[config.mk]
export PLATFORM = sky130hd
export DESIGN_NAME = bsu_top
export DESIGN_NICKNAME = d
export VERILOG_FILES = /design/src/rtl/bsu_pkg.sv /design/src/rtl/bsu_ctrl.sv /design/src/rtl/bsu_datapath.sv /design/src/rtl/bsu_top.sv
export SDC_FILE = /design/constraint.sdc
export NUM_CORES = 1
export LEC_CHECK = 0
export BUFFER_PORTS_ARGS = -buffer_cell sky130_fd_sc_hd__buf_2
export CAP_MARGIN = 30
export CELL_PAD_IN_SITES_DETAIL_PLACEMENT = 1
export CELL_PAD_IN_SITES_GLOBAL_PLACEMENT = 2
export CORE_MARGIN = 2
export CORE_UTILIZATION = 25
export DETAILED_ROUTE_END_ITERATION = 10
export HOLD_SLACK_MARGIN = 0.12
export PLACE_DENSITY_LB_ADDON = 0.1
export SKIP_LAST_GASP = 1
export SLEW_MARGIN = 10
export SYNTH_ARGS = -nofsm -noshare
export SYNTH_HDL_FRONTEND = slang
export SYNTH_SLANG_ARGS = --single-unit
export TNS_END_PERCENT = 100
[constraint.sdc]
create_clock -name clk -period 5 [get_ports clk]
set_clock_uncertainty 0.2 [all_clocks]
set_input_delay 1 -clock clk [delete_from_list [all_inputs] [get_ports clk]]
set_output_delay 1 -clock clk [all_outputs]
set_load 0.02 [all_outputs]
[src/rtl/bsu_pkg.sv]
package bsu_pkg;

  typedef enum logic [3:0] {
    OP_NONE  = 4'd0,
    OP_JREL  = 4'd1,
    OP_CREL  = 4'd2,
    OP_JIND  = 4'd3,
    OP_CIND  = 4'd4,
    OP_RET   = 4'd5,
    OP_RETI  = 4'd6,
    OP_BSET  = 4'd7,
    OP_BCLR  = 4'd8,
    OP_BGE   = 4'd9,
    OP_BLT   = 4'd10,
    OP_SKEQ  = 4'd11,
    OP_SKRC  = 4'd12,
    OP_SKRS  = 4'd13,
    OP_SKIC  = 4'd14,
    OP_SKIS  = 4'd15
  } ctrlOp_e;

  typedef enum logic [2:0] {
    PC_INC1,
    PC_INC2,
    PC_INC3,
    PC_REL_LONG,
    PC_REL_SHORT,
    PC_ZPTR,
    PC_HOLD
  } pcSel_e;

  typedef struct packed {
    pcSel_e     pcSel;
    logic       taken;
    logic [2:0] cycles;
    logic       setIntEn;
  } ctrlStrobe_t;

  localparam int FLAG_N = 2;
  localparam int FLAG_V = 3;

endpackage

[src/rtl/bsu_ctrl.sv]
module bsu_ctrl
  import bsu_pkg::*;
#(
  parameter int DW = 8,
  parameter int BW = 3
) (
  input  logic [3:0]    opCode,
  input  logic [DW-1:0] sreg,
  input  logic [BW-1:0] bitSel,
  input  logic [DW-1:0] regVal,
  input  logic [DW-1:0] cmpVal,
  input  logic [DW-1:0] ioByte,
  input  logic          nextWordTwo,
  output ctrlStrobe_t   strobe
);

  ctrlOp_e op;
  logic    isBranch;
  logic    isSkip;
  logic    cond;
  logic    signLess;

  assign op       = ctrlOp_e'(opCode);
  assign signLess = sreg[FLAG_N] ^ sreg[FLAG_V];

  // condition selection for branches and skips
  always_comb begin
    isBranch = 1'b0;
    isSkip   = 1'b0;
    cond     = 1'b0;
    unique case (op)
      OP_BSET: begin isBranch = 1'b1; cond = sreg[bitSel];    end
      OP_BCLR: begin isBranch = 1'b1; cond = !sreg[bitSel];   end
      OP_BGE:  begin isBranch = 1'b1; cond = !signLess;       end
      OP_BLT:  begin isBranch = 1'b1; cond = signLess;        end
      OP_SKEQ: begin isSkip = 1'b1;   cond = (regVal == cmpVal); end
      OP_SKRC: begin isSkip = 1'b1;   cond = !regVal[bitSel]; end
      OP_SKRS: begin isSkip = 1'b1;   cond = regVal[bitSel];  end
      OP_SKIC: begin isSkip = 1'b1;   cond = !ioByte[bitSel]; end
      OP_SKIS: begin isSkip = 1'b1;   cond = ioByte[bitSel];  end
      default: ;
    endcase
  end

  // strobe generation
  always_comb begin
    strobe = '{pcSel: PC_INC1, taken: 1'b0, cycles: 3'd1, setIntEn: 1'b0};
    if (isBranch) begin
      if (cond) strobe = '{pcSel: PC_REL_SHORT, taken: 1'b1, cycles: 3'd2, setIntEn: 1'b0};
    end else if (isSkip) begin
      if (cond) begin
        if (nextWordTwo) strobe = '{pcSel: PC_INC3, taken: 1'b1, cycles: 3'd3, setIntEn: 1'b0};
        else             strobe = '{pcSel: PC_INC2, taken: 1'b1, cycles: 3'd2, setIntEn: 1'b0};
      end
    end else begin
      unique case (op)
        OP_JREL: strobe = '{pcSel: PC_REL_LONG, taken: 1'b1, cycles: 3'd2, setIntEn: 1'b0};
        OP_CREL: strobe = '{pcSel: PC_REL_LONG, taken: 1'b1, cycles: 3'd3, setIntEn: 1'b0};
        OP_JIND: strobe = '{pcSel: PC_ZPTR,     taken: 1'b1, cycles: 3'd2, setIntEn: 1'b0};
        OP_CIND: strobe = '{pcSel: PC_ZPTR,     taken: 1'b1, cycles: 3'd3, setIntEn: 1'b0};
        OP_RET:  strobe = '{pcSel: PC_HOLD,     taken: 1'b1, cycles: 3'd4, setIntEn: 1'b0};
        OP_RETI: strobe = '{pcSel: PC_HOLD,     taken: 1'b1, cycles: 3'd4, setIntEn: 1'b1};
        default: ;
      endcase
    end
  end

endmodule

[src/rtl/bsu_datapath.sv]
module bsu_datapath
  import bsu_pkg::*;
#(
  parameter int PCW    = 16,
  parameter int LONGW  = 12,
  parameter int SHORTW = 7,
  parameter int ZW     = 16
) (
  input  logic              clk,
  input  logic              rstN,
  input  logic              opValid,
  input  ctrlStrobe_t       strobe,
  input  logic [PCW-1:0]    pcIn,
  input  logic [LONGW-1:0]  relLong,
  input  logic [SHORTW-1:0] relShort,
  input  logic [ZW-1:0]     zPtr,
  output logic              resValid,
  output logic [PCW-1:0]    nextPc,
  output logic              taken,
  output logic [2:0]        cycles,
  output logic              setIntEn
);

  localparam int LONG_PAD  = PCW - LONGW;
  localparam int SHORT_PAD = PCW - SHORTW;
  localparam logic [PCW-1:0] ONE   = PCW'(1);
  localparam logic [PCW-1:0] TWO   = PCW'(2);
  localparam logic [PCW-1:0] THREE = PCW'(3);

  logic [PCW-1:0] longExt;
  logic [PCW-1:0] shortExt;
  logic [PCW-1:0] pcStep;
  logic [PCW-1:0] pcTarget;

  assign longExt  = {{LONG_PAD{relLong[LONGW-1]}}, relLong};
  assign shortExt = {{SHORT_PAD{relShort[SHORTW-1]}}, relShort};
  assign pcStep   = pcIn + ONE;

  always_comb begin
    unique case (strobe.pcSel)
      PC_INC2:      pcTarget = pcIn + TWO;
      PC_INC3:      pcTarget = pcIn + THREE;
      PC_REL_LONG:  pcTarget = pcStep + longExt;
      PC_REL_SHORT: pcTarget = pcStep + shortExt;
      PC_ZPTR:      pcTarget = zPtr[PCW-1:0];
      PC_HOLD:      pcTarget = pcIn;
      default:      pcTarget = pcStep;
    endcase
  end

  always_ff @(posedge clk) begin
    if (!rstN) begin
      resValid <= 1'b0;
      nextPc   <= '0;
      taken    <= 1'b0;
      cycles   <= '0;
      setIntEn <= 1'b0;
    end else if (opValid) begin
      resValid <= 1'b1;
      nextPc   <= pcTarget;
      taken    <= strobe.taken;
      cycles   <= strobe.cycles;
      setIntEn <= strobe.setIntEn;
    end else begin
      resValid <= 1'b0;
      setIntEn <= 1'b0;
    end
  end

  p_valid_follows_r2: assert property (@(posedge clk) disable iff (!rstN)
    opValid |=> resValid);

  p_idle_hold_r2: assert property (@(posedge clk) disable iff (!rstN)
    !opValid |=> (!resValid && $stable(nextPc) && !setIntEn));

  p_untaken_step_r9: assert property (@(posedge clk) disable iff (!rstN)
    (opValid && !strobe.taken) |=> (nextPc == $past(pcIn) + ONE && cycles == 3'd1));

  p_cycles_range_r3: assert property (@(posedge clk) disable iff (!rstN)
    resValid |-> (cycles >= 3'd1 && cycles <= 3'd4));

  p_inten_return_r6: assert property (@(posedge clk) disable iff (!rstN)
    setIntEn |-> (resValid && taken && cycles == 3'd4));

endmodule

[src/rtl/bsu_top.sv]
module bsu_top
  import bsu_pkg::*;
#(
  parameter int PCW = 16
) (
  input  logic           clk,
  input  logic           rstN,
  input  logic           opValid,
  input  logic [3:0]     opCode,
  input  logic [PCW-1:0] pcIn,
  input  logic [11:0]    relLong,
  input  logic [6:0]     relShort,
  input  logic [15:0]    zPtr,
  input  logic [7:0]     sreg,
  input  logic [2:0]     bitSel,
  input  logic [7:0]     regVal,
  input  logic [7:0]     cmpVal,
  input  logic [7:0]     ioByte,
  input  logic           nextWordTwo,
  output logic           resValid,
  output logic [PCW-1:0] nextPc,
  output logic           taken,
  output logic [2:0]     cycles,
  output logic           setIntEn
);

  ctrlStrobe_t strobe;

  bsu_ctrl #(.DW(8), .BW(3)) u_ctrl (
    .opCode      (opCode),
    .sreg        (sreg),
    .bitSel      (bitSel),
    .regVal      (regVal),
    .cmpVal      (cmpVal),
    .ioByte      (ioByte),
    .nextWordTwo (nextWordTwo),
    .strobe      (strobe)
  );

  bsu_datapath #(.PCW(PCW), .LONGW(12), .SHORTW(7), .ZW(16)) u_dp (
    .clk      (clk),
    .rstN     (rstN),
    .opValid  (opValid),
    .strobe   (strobe),
    .pcIn     (pcIn),
    .relLong  (relLong),
    .relShort (relShort),
    .zPtr     (zPtr),
    .resValid (resValid),
    .nextPc   (nextPc),
    .taken    (taken),
    .cycles   (cycles),
    .setIntEn (setIntEn)
  );

endmodule

==> reports/qor.txt <==
Status: finished clean
Rel. slew slack: 0.435
Syn. warnings: 0
Placed cells: 770
Asr flop ratio synth: 0
Sequential element share of the synthesized area: 0.127
Remaining antenna violation count: 0
DR vias/cell: 5.11
Largest net degree at the start of global routing: 42
Net count reported at finish: 709
Post-synthesis simple-gate area fraction: 0.241
Die Y: 122 um
Crit end category: register
Cell Count, Final, Fillers Out: 774
Ant diodes: 0
TritonCTS clock tree: built
Fmax: 211 MHz
Area share of fa/ha/maj cells after synthesis: 0.0741
Final setup viols: 0
Max-slew violations: 0
VDD IR max: 0.000107 V
Syn_nets: 597
Die ar.: 0.0149 mm^2
Post-Syn Instances: 483
Fillcell total: 1716
Initial core utilization: 0.254
Pwr per Cell Area: 204 mW/mm^2
CTS Buffer Depth: 2
Clock Latency Late Sink: 270 ps
IO Pins: 116
RSZ-0062 raised after global routing: false
Initial antenna violation count: 0
Hold-fix buffers, CTS: 0
CTS Buf Count: 3
1st-iter DRT viols: 176
Seq. cell area: 440 um^2
Hpwl dp: 11900 um
Proportion of synthesized area in mux cells: 0.0863
Leak Pwr: 1.94 nW
Clk slew on worst S/H paths: 80 ps
Clock tree sinks: 22
Total track usage: 0.200
First-pass GRT wire length: 22900 um
PortBufs: 115
Largest family of logic cells by synthesized area: compound AO/OA/AOI/OAI gates
Kind of critical path: in -> reg
Die width: 122 um
Area of the multi-input gates: 0.00285 mm^2
# rows: 43
Final period utilization: 0.949
Syn avg cell area: 7.20 um^2
Number of synthesized flops with an enable pin: 0
Hold Path Class: reg -> reg
Setup TNS: 0 ps
Via count: 3959
1st-pass router iterations: 5
Worst-path fanout max: 6
H-Tree Level Count: 1
Layout cells sized above 1: 0.276
Vias in the first global route: 4226
Worst EP arrival: 4700 ps
Layout overhead on the synthesized area: 26.0%
Max-cap violations: 0
Library cells used by synthesis: 63
Overflow after GRT: 0
Post-layout min period: 4740 ps
Core ar.: 0.0137 mm^2
Least-Margin Pin Slew: 848 ps
XOR/XNOR share of the synthesized area: 0.136
Root buf cell: clkbuf_16
RD Place Congestion: 0.818
Ys flop type: dfxtp_1
Pwr Total: 0.893 mW
Synth Area in Compound Gates: 0.278
Synth Cell Area: 0.00348 mm^2
Seq cells post-synth: 22
Crit start category: input pin
WP data required: 4960 ps
Residual DRC: 0
Final WL: 14700 um
Routed WL per cell: 19.0 um
Final Hold Fails: 0
-- registers in the layout, summed over array words and instances, names as in the netlist --
signal	cells
u_dp.taken	1
u_dp.resValid	1
u_dp.cycles	3
u_dp.nextPc	16
u_dp.setIntEn	1
-- critical path, stage by stage --
cell and delay [ps]:
buf_2 140, nor2b_1 150, a22oi_1 250, nand2_1 140, o31a_1 280, a21oi_1 150, buf_4 160, mux2_2 340
ha_1 200, inv_1 70, fa_1 200, nor2b_1 60, o21a_1 190, o211ai_1 320, nand2_1 120, o21ai_0 250
xor2_1 320, nor3_1 90, a211oi_1 170, a31oi_1 100
-- synthesized netlist by cell type (3+ instances only) --
cell	instances	area [um^2]
a21oi_1	33	165
nand2b_1	7	43.8
buf_6	5	56.3
nor2b_1	6	37.5
a211oi_1	4	30.0
xor2_1	26	228
o21ai_0	27	135
inv_1	11	41.3
o211ai_1	15	113
a21boi_0	3	22.5
o21a_1	5	37.5
o22ai_1	4	25.0
buf_2	4	20.0
a31oi_1	11	68.8
dfxtp_1	22	440
mux2i_1	15	150
a41oi_1	4	35.0
xnor2_1	28	245
clkbuf_1	17	63.8
nand3_1	14	70.1
nand2_1	75	282
o221ai_1	10	87.6
mux2_2	8	90.1
and3_1	4	25.0
nor3_1	10	50.1
a21o_1	7	52.6
or4_1	3	22.5
a221oi_1	3	26.3
ha_1	19	238
nand4_1	6	37.5
nor2_1	36	135
-- layout by cell type (no fill, tap or decap), types with 7 or more instances in the layout --
master      n
buf_2     115
nand2_1    75
nor2_1     36
a21oi_1    33
xnor2_1    28
o21ai_0    27
xor2_1     26
buf_4      22
dfxtp_1    22
ha_1       19
mux2i_1    15
o211ai_1   15
nand3_1    14
inv_1      11
a31oi_1    11
nor3_1     10
o221ai_1   10
mux2_2      8
nand2b_1    7
a21o_1      7
-- power breakdown --
| part | internal (mW) | switching [mW] |
|---|---|---|
| clock | 0.123 | 0.0875 |
| combinational | 0.200 | 0.281 |
| sequential | 0.192 | 0.00922 |
-- worst paths after layout --
| check | endpoint | start | slack [ps] | depth (start not counted) |
|---|---|---|---|---|
| hold reg to reg | u_dp.cycles[0] | u_dp.cycles[0] | 290 | 2 |
| setup reg to reg | u_dp.nextPc[15] | u_dp.nextPc[15] | 3990 | 3 |
| hold / removal | u_dp.cycles[0] | u_dp.cycles[0] | 290 | 2 |
| setup / recovery | u_dp.nextPc[8] | bitSel[2] | 260 | 20 |
-- kinds of logic after synthesis --
kind of cell    count (synthesis)
fa+ha+maj                      20
buf+inv                        41
simple gates                  177
compound gates                143
flops                          22
xor+xnor                       54
mux                            26
-- metrics by stage --
stage / util / hold WS, ps / cell area [um^2] / worst slack [ps]
3_5_place_dp: 0.312 / 279 / 4280 / -15.4
2_1_floorplan: - / 354 / 3480 / 148
4_1_cts: 0.319 / 299 / 4370 / 255
5_1_grt: 0.320 / 345 / 4390 / 0.424
6_report: 0.320 / 288 / 4390 / 257
3_3_place_gp: 0.312 / 276 / 4280 / 103
-- layout make-up --
type                       instances  area share
inverter                          11     0.00942
tap                              180      0.0514
sequential                        22       0.100
clock buffer                       4      0.0203
timing repair buffer             137       0.169
multi-input combinational        420       0.650
-- what timing repair did --
| action | 4_1_cts | 5_1_grt |
|---|---|---|
| endpoints found under the setup margin | 0 | 2 |
| resized for setup | 0 | 2 |
| setup buffers | 0 | 0 |
-- layer usage --
layer,part of all wire,GRT usage,vias up
met5,0,0,-
met4,0.017,0.0445,0
met3,0.031,0.0169,15
met2,0.49,0.348,85
met1,0.46,0.267,1871
li1,-,-,1988
Power figures use the tool's default switching activity.
